<file path="src/rtl/ras_pkg.sv">
package ras_pkg;
    typedef enum logic [2:0] {
        OP_IDLE,
        OP_PUSH_CALL,
        OP_PUSH_INT,
        OP_POP,
        OP_WR_ENTRY,
        OP_WR_PTR
    } ras_op_e;
endpackage

</file>
<file path="src/rtl/ras_ctrl.sv">
module ras_ctrl
    import ras_pkg::*;
#(
    parameter int ADDR_W = 14,
    parameter int DEPTH  = 16,
    localparam int PTR_W = $clog2(DEPTH),
    localparam int IDX_W = PTR_W + 1
) (
    input  logic              clk,
    input  logic              rst_n,
    input  logic              call_req,
    input  logic              int_req,
    input  logic              ret_req,
    input  logic [ADDR_W-1:0] pc_in,
    input  logic [ADDR_W-1:0] int_addr,
    input  logic              io_we,
    input  logic [IDX_W-1:0]  io_idx,
    input  logic [ADDR_W-1:0] io_wdata,
    output logic [PTR_W-1:0]  ptr,
    output logic [PTR_W-1:0]  ptr_up,
    output logic              ent_we,
    output logic [PTR_W-1:0]  ent_sel,
    output logic [ADDR_W-1:0] ent_data
);
    localparam logic [IDX_W-1:0]  PTR_IDX  = IDX_W'(DEPTH);
    localparam logic [PTR_W-1:0]  PTR_INIT = PTR_W'(DEPTH - 1);
    localparam logic [PTR_W-1:0]  PTR_ONE  = PTR_W'(1);
    localparam logic [ADDR_W-1:0] LOW_MASK = {1'b0, {(ADDR_W-1){1'b1}}};

    ras_op_e          op;
    logic [PTR_W-1:0] ptr_d;

    assign ptr_up = ptr + PTR_ONE;

    // pick one operation per cycle
    always_comb begin
        if (int_req)                          op = OP_PUSH_INT;
        else if (call_req)                    op = OP_PUSH_CALL;
        else if (ret_req)                     op = OP_POP;
        else if (io_we && io_idx < PTR_IDX)   op = OP_WR_ENTRY;
        else if (io_we && io_idx == PTR_IDX)  op = OP_WR_PTR;
        else                                  op = OP_IDLE;
    end

    // outputs of the chosen operation
    always_comb begin
        ent_we   = 1'b0;
        ent_sel  = ptr;
        ent_data = '0;
        ptr_d    = ptr;
        unique case (op)
            OP_PUSH_INT: begin
                ent_we   = 1'b1;
                ent_data = int_addr & LOW_MASK;
                ptr_d    = ptr - PTR_ONE;
            end
            OP_PUSH_CALL: begin
                ent_we   = 1'b1;
                ent_data = (pc_in + ADDR_W'(1)) & LOW_MASK;
                ptr_d    = ptr - PTR_ONE;
            end
            OP_POP: begin
                ptr_d = ptr_up;
            end
            OP_WR_ENTRY: begin
                ent_we   = 1'b1;
                ent_sel  = io_idx[PTR_W-1:0];
                ent_data = io_wdata & LOW_MASK;
            end
            OP_WR_PTR: begin
                ptr_d = io_wdata[PTR_W-1:0];
            end
            OP_IDLE: begin
                ptr_d = ptr;
            end
            default: begin
                ptr_d = ptr;
            end
        endcase
    end

    // pointer register
    always_ff @(posedge clk or negedge rst_n) begin
        if (!rst_n) ptr <= PTR_INIT;
        else        ptr <= ptr_d;
    end


    push_dec_chk: assert property (@(posedge clk) disable iff (!rst_n)
        (int_req || call_req) |=> ptr == $past(ptr) - PTR_ONE);


    pop_inc_chk: assert property (@(posedge clk) disable iff (!rst_n)
        (ret_req && !int_req && !call_req) |=> ptr == $past(ptr) + PTR_ONE);


    ptr_hold_chk: assert property (@(posedge clk) disable iff (!rst_n)
        (!ret_req && !int_req && !call_req && !io_we) |=> $stable(ptr));


    port_write_blocked_chk: assert property (@(posedge clk) disable iff (!rst_n)
        (io_we && (ret_req || int_req || call_req)) |-> (ent_we == (int_req || call_req)) && ent_sel == ptr);
endmodule

</file>
<file path="src/rtl/ras_store.sv">
module ras_store #(
    parameter int ADDR_W = 14,
    parameter int DEPTH  = 16,
    localparam int PTR_W = $clog2(DEPTH)
) (
    input  logic              clk,
    input  logic              rst_n,
    input  logic              wr_en,
    input  logic [PTR_W-1:0]  wr_sel,
    input  logic [ADDR_W-1:0] wr_data,
    input  logic [PTR_W-1:0]  rd_a_sel,
    output logic [ADDR_W-1:0] rd_a_data,
    input  logic [PTR_W-1:0]  rd_b_sel,
    output logic [ADDR_W-1:0] rd_b_data
);
    logic [ADDR_W-1:0] ent_q [DEPTH];

    for (genvar g = 0; g < DEPTH; g++) begin : g_ent
        always_ff @(posedge clk or negedge rst_n) begin
            if (!rst_n)                            ent_q[g] <= '0;
            else if (wr_en && wr_sel == PTR_W'(g)) ent_q[g] <= wr_data;
        end


        top_bit_zero_chk: assert property (@(posedge clk) disable iff (!rst_n)
            ent_q[g][ADDR_W-1] == 1'b0);


        entry_hold_chk: assert property (@(posedge clk) disable iff (!rst_n)
            !(wr_en && wr_sel == PTR_W'(g)) |=> $stable(ent_q[g]));
    end

    assign rd_a_data = ent_q[rd_a_sel];
    assign rd_b_data = ent_q[rd_b_sel];
endmodule

</file>
<file path="src/rtl/ret_addr_stack.sv">
module ret_addr_stack
    import ras_pkg::*;
#(
    parameter int ADDR_W = 14,
    parameter int DEPTH  = 16,
    localparam int PTR_W = $clog2(DEPTH),
    localparam int IDX_W = PTR_W + 1
) (
    input  logic              clk,
    input  logic              rst_n,
    input  logic              call_req,
    input  logic              int_req,
    input  logic              ret_req,
    input  logic [ADDR_W-1:0] pc_in,
    input  logic [ADDR_W-1:0] int_addr,
    output logic [ADDR_W-1:0] ret_pc,
    input  logic              io_we,
    input  logic [IDX_W-1:0]  io_idx,
    input  logic [ADDR_W-1:0] io_wdata,
    output logic [ADDR_W-1:0] io_rdata
);
    localparam logic [IDX_W-1:0] PTR_IDX = IDX_W'(DEPTH);

    logic [PTR_W-1:0]  ptr, ptr_up, ent_sel;
    logic              ent_we;
    logic [ADDR_W-1:0] ent_data, port_ent;

    ras_ctrl #(.ADDR_W(ADDR_W), .DEPTH(DEPTH)) u_ctrl (
        .clk(clk), .rst_n(rst_n),
        .call_req(call_req), .int_req(int_req), .ret_req(ret_req),
        .pc_in(pc_in), .int_addr(int_addr),
        .io_we(io_we), .io_idx(io_idx), .io_wdata(io_wdata),
        .ptr(ptr), .ptr_up(ptr_up),
        .ent_we(ent_we), .ent_sel(ent_sel), .ent_data(ent_data)
    );

    ras_store #(.ADDR_W(ADDR_W), .DEPTH(DEPTH)) u_store (
        .clk(clk), .rst_n(rst_n),
        .wr_en(ent_we), .wr_sel(ent_sel), .wr_data(ent_data),
        .rd_a_sel(io_idx[PTR_W-1:0]), .rd_a_data(port_ent),
        .rd_b_sel(ptr_up), .rd_b_data(ret_pc)
    );

    always_comb begin
        if (io_idx < PTR_IDX)       io_rdata = port_ent;
        else if (io_idx == PTR_IDX) io_rdata = ADDR_W'(ptr);
        else                        io_rdata = '0;
    end


    unused_idx_zero_chk: assert property (@(posedge clk) disable iff (!rst_n)
        (io_idx > PTR_IDX) |-> io_rdata == '0);
endmodule

</file>
<file path="config.mk">
export PLATFORM = sky130hd
export DESIGN_NAME = ret_addr_stack
export DESIGN_NICKNAME = d
export VERILOG_FILES = /design/src/rtl/ras_pkg.sv /design/src/rtl/ras_ctrl.sv /design/src/rtl/ras_store.sv /design/src/rtl/ret_addr_stack.sv
export SDC_FILE = /design/constraint.sdc
export NUM_CORES = 1
export LEC_CHECK = 0
export BUFFER_PORTS_ARGS = -buffer_cell sky130_fd_sc_hd__buf_4
export CELL_PAD_IN_SITES_DETAIL_PLACEMENT = 1
export CELL_PAD_IN_SITES_GLOBAL_PLACEMENT = 1
export CORE_MARGIN = 5
export CORE_UTILIZATION = 47
export DETAILED_ROUTE_END_ITERATION = 7
export PLACE_DENSITY_LB_ADDON = 0.1
export SETUP_SLACK_MARGIN = 0.1
export SLEW_MARGIN = 15
export SYNTH_ARGS = -nofsm -noshare
export SYNTH_HDL_FRONTEND = slang
export SYNTH_SLANG_ARGS = --single-unit
</file>
<file path="constraint.sdc">
create_clock -name clk -period 4.11 [get_ports clk]
set_input_delay 0.411 -clock clk [delete_from_list [all_inputs] [get_ports clk]]
set_output_delay 0.411 -clock clk [all_outputs]
set_load 0.05 [all_outputs]
</file>
==> impl_metrics.py <==
metrics = {
    "status": {
        "status": "completed",
    },
    "floorplanning": {
        "start_util_pct": 48.0,
        "die_w_um": 176,
        "boundaryPins": 81,
        "placementRows": 60,
        "core_region_area_mm2": 0.0271,
        "dieArea_mm2": 0.0311,
        "die_y_um": 176,
    },
    "power": {
        "power.density_mw_per_mm2": 880,
        "p_leak_uw": 0.00615,
        "power_uw": 12900,
        "peakVddDrop_mv": 0.612,
    },
    "clock_network": {
        "cts_made_buffers": 26,
        "root_buffer": "clkbuf_16",
        "cts_buffer_depth": 3,
        "clock-sinks": 212,
        "post_cts_buffers": 0,
        "cts_tree": "yes",
        "clk_pin_slew_worst_paths_ns": 0.05,
        "clk_latency_ns": 0.52,
        "htreeDepth": 1,
    },
    "drt": {
        "drcViolationCount": 0,
        "detail-route-antenna-nets": 0,
        "drt-total-wl_mm": 38.4,
        "first_pass_iters": 5,
        "initialDrtViolationCount": 566,
        "wl_per_cell_um": 29.9,
        "via_count": 8238,
        "viasPerCell": 6.42,
    },
    "logic_synthesis": {
        "synth-main-ff-cell": "dfrtp_1",
        "ys_seq_area_share_pct": 40.9,
        "ys_warn_count": 0,
        "synth_area_per_cell_um2": 15.4,
        "async_flop_share_pct": 100,
        "synth_edf_count": 0,
        "synth_cells": 846,
        "synthesis.area_mm2": 0.0130,
        "synth_cell_types": 63,
        "yosys_register_bits": 212,
    },
    "timing": {
        "finalCritPeriodShare_pct": 91.4,
        "setup_viol": 0,
        "clock.fmax_mhz": 266,
        "fin_worst_skew_ns": 0.00885,
        "tightest_slew_ns": 1.08,
        "final-hold-violation-count": 0,
        "rsz0062_at_grt": "false",
        "maxSlewHeadroom_pct": 27.8,
        "setup_slack_ns": 0.355,
        "final_max_slew_viol_count": 0,
        "fin_tns_setup_ns": 0,
        "fin_crit_ns": 3.75,
    },
    "grt": {
        "grt_pass1_wl_mm": 59.0,
        "met2_usage_pct": 40.9,
        "track_usage_pct": 24.8,
        "grt_overflow": 0,
        "grt.busiest_layer": "met2",
        "met1_usage_pct": 34.2,
        "met3_usage_pct": 4.97,
        "antenna_found_initial": 1,
        "grt_max_degree": 134,
        "first_global_vias": 9428,
    },
    "setup_path": {
        "critPathBufInv": 3,
        "startpoint_type": "flip-flop",
        "worstPathCellList": "inv_1 -> ha_2 -> buf_4 -> mux4_2 -> mux4_2 -> buf_4",
        "crit_arrival_ns": 3.34,
        "crit_family": "multiplexers",
        "worstSetupPathType": "reg -> out",
        "required_ns": 3.70,
        "slowest_delay_ns": 0.65,
        "worstSetupEndpointType": "output pin",
        "crit_fanout": 32,
        "crit_path_top_delay_cell": "dfstp_2",
    },
    "placed_design": {
        "post-place-ws_ns": 0.827,
        "io_buffers": 75,
        "hpwl_mm": 23.4,
        "place_inst": 1237,
        "place_congestion": 0.847,
    },
    "hold_path": {
        "hold_path_class": "in -> reg",
    },
    "layout": {
        "area_growth_pct": 12.7,
        "final_util_pct": 54.0,
        "fin_nets": 951,
        "stdcell_count": 1283,
        "drive_gt1_share_pct": 52.7,
        "antenna_cells": 0,
        "fill_cells": 2536,
    },
    "run": {
        "maxCapViolations": 0,
    },
}
==> cells by family after synthesis <==
| kind of cell | share of synthesized area (%) |
|---|---|
| multiplexers | 43.1 |
| flip-flops | 40.9 |
| AO/OA/AOI/OAI | 6.44 |
| AND/OR/NAND/NOR | 4.42 |
| buffers and inverters | 4.38 |
| XOR/XNOR | 0.472 |
| adder cells (fa/ha/maj) | 0.289 |
| other | 0.0288 |
==> synth_stat cells, drive strengths merged (4+ instances only) <==
| cell | instances | share of area [%] |
|---|---|---|
| mux4 | 113 | 20 |
| a32oi | 9 | 0.61 |
| or4 | 6 | 0.35 |
| a2111oi | 8 | 0.54 |
| and2 | 4 | 0.19 |
| a211oi | 4 | 0.23 |
| inv | 7 | 0.20 |
| nand3 | 11 | 0.42 |
| xor2 | 4 | 0.27 |
| mux2i | 21 | 1.7 |
| a21oi | 20 | 1.3 |
| nand4 | 20 | 0.96 |
| nor2 | 9 | 0.32 |
| dfstp | 4 | 0.81 |
| o22ai | 11 | 0.53 |
| o21ai | 4 | 0.18 |
| o211ai | 18 | 1.3 |
| buf | 69 | 3.7 |
| mux2 | 212 | 22 |
| nand2b | 5 | 0.24 |
| dfrtp | 208 | 40 |
| nand4b | 4 | 0.27 |
| nand2 | 7 | 0.20 |
| clkbuf | 16 | 0.46 |
| a221o | 6 | 0.46 |
| nor2b | 14 | 0.67 |
| o311ai | 4 | 0.60 |
==> cell usage in the layout (no fill, tap or decap), drive strengths merged, types with 2 or more instances in the layout <==
cell type,synthesis,final
a2111oi,8,8
a211o,2,2
a211oi,4,4
a21oi,20,20
a221o,6,6
a32oi,9,9
and2,4,4
buf,69,104
bufinv,0,2
clkbuf,16,38
clkinv,0,3
conb,1,2
dfrtp,208,208
dfstp,4,4
ha,3,3
inv,7,8
mux2,212,212
mux2i,21,21
mux4,113,113
nand2,7,7
nand2b,5,5
nand3,11,11
nand4,20,20
nand4b,4,4
nor2,9,9
nor2b,14,14
nor3b,3,3
o211ai,18,18
o21ai,4,4
o22ai,11,11
o311ai,4,4
or2,2,2
or4,6,6
xnor2,3,3
xor2,4,4
==> tightest hold or removal path, stage by stage <==
cell,delay (ns)
buf_4,0.09
a311oi_1,0.07
o22ai_1,0.12
==> power by group <==
part           switching (µW)  leakage (µW)  internal, µW
clock                     869      0.000426          1420
sequential                826       0.00266          3070
combinational            3230       0.00307          3470
total                    4930       0.00615          7970
==> path summary, 6_finish.rpt <==
check | start | to | slack (ns) | cells past startpoint
max | u_ctrl.ptr[1]$_DFFE_PN1P_ | ret_pc[3] | 0.36 | 6
min | io_wdata[1] | u_ctrl.ptr[1]$_DFFE_PN1P_ | 0.23 | 3
max reg2reg | u_ctrl.ptr[0]$_DFFE_PN1P_ | u_store.ent_q[166]$_DFFE_PN0P_ | 1.45 | 5
min reg2reg | u_store.ent_q[93]$_DFFE_PN0P_ | u_store.ent_q[93]$_DFFE_PN0P_ | 0.51 | 1
max in group asynchronous | rst_n | u_store.ent_q[197]$_DFFE_PN0P_ | 2.55 | 4
min in group asynchronous | rst_n | u_store.ent_q[49]$_DFFE_PN0P_ | 0.39 | 2
==> per-layer routing <==
layer  vias to the layer above  share of wire [%]  wire (µm)
met5                         -              0.070         27
met4                         4                2.2        835
met3                        65                5.9       2250
met2                       280                 48      18600
met1                      4450                 43      16700
li1                       3439                  -          -
==> what timing repair did <==
item                      in CTS  in global routing
hold endpoints to repair       0                 45
resized for setup              0                  0
hold buffers                   0                  1
==> sequential cells by signal, summed over array words and instances (netlist names) <==
signal	cells
u_store.ent_q	208
u_ctrl.ptr	4
==> cell type report <==
cell class              count  area [µm²]  area share [%]
clock buffers              38         777            5.31
repair buffers            105         831            5.67
multi-input cells         543        7150            48.8
well taps                 372         465            3.18
inverters                   7        26.3           0.179
flip-flops and latches    212        5310            36.3
clock inverters             6        83.8           0.572
==> per-stage QoR <==
stage / hold WS, ns / instance area, µm²
floorplan: 0.115 / 13000
global placement: 0.479 / 13700
detailed placement: 0.500 / 13700
CTS: 0.137 / 14600
global route: 0.238 / 14600
finish: 0.226 / 14600
No activity file was read; power rests on OpenSTA's default activity.
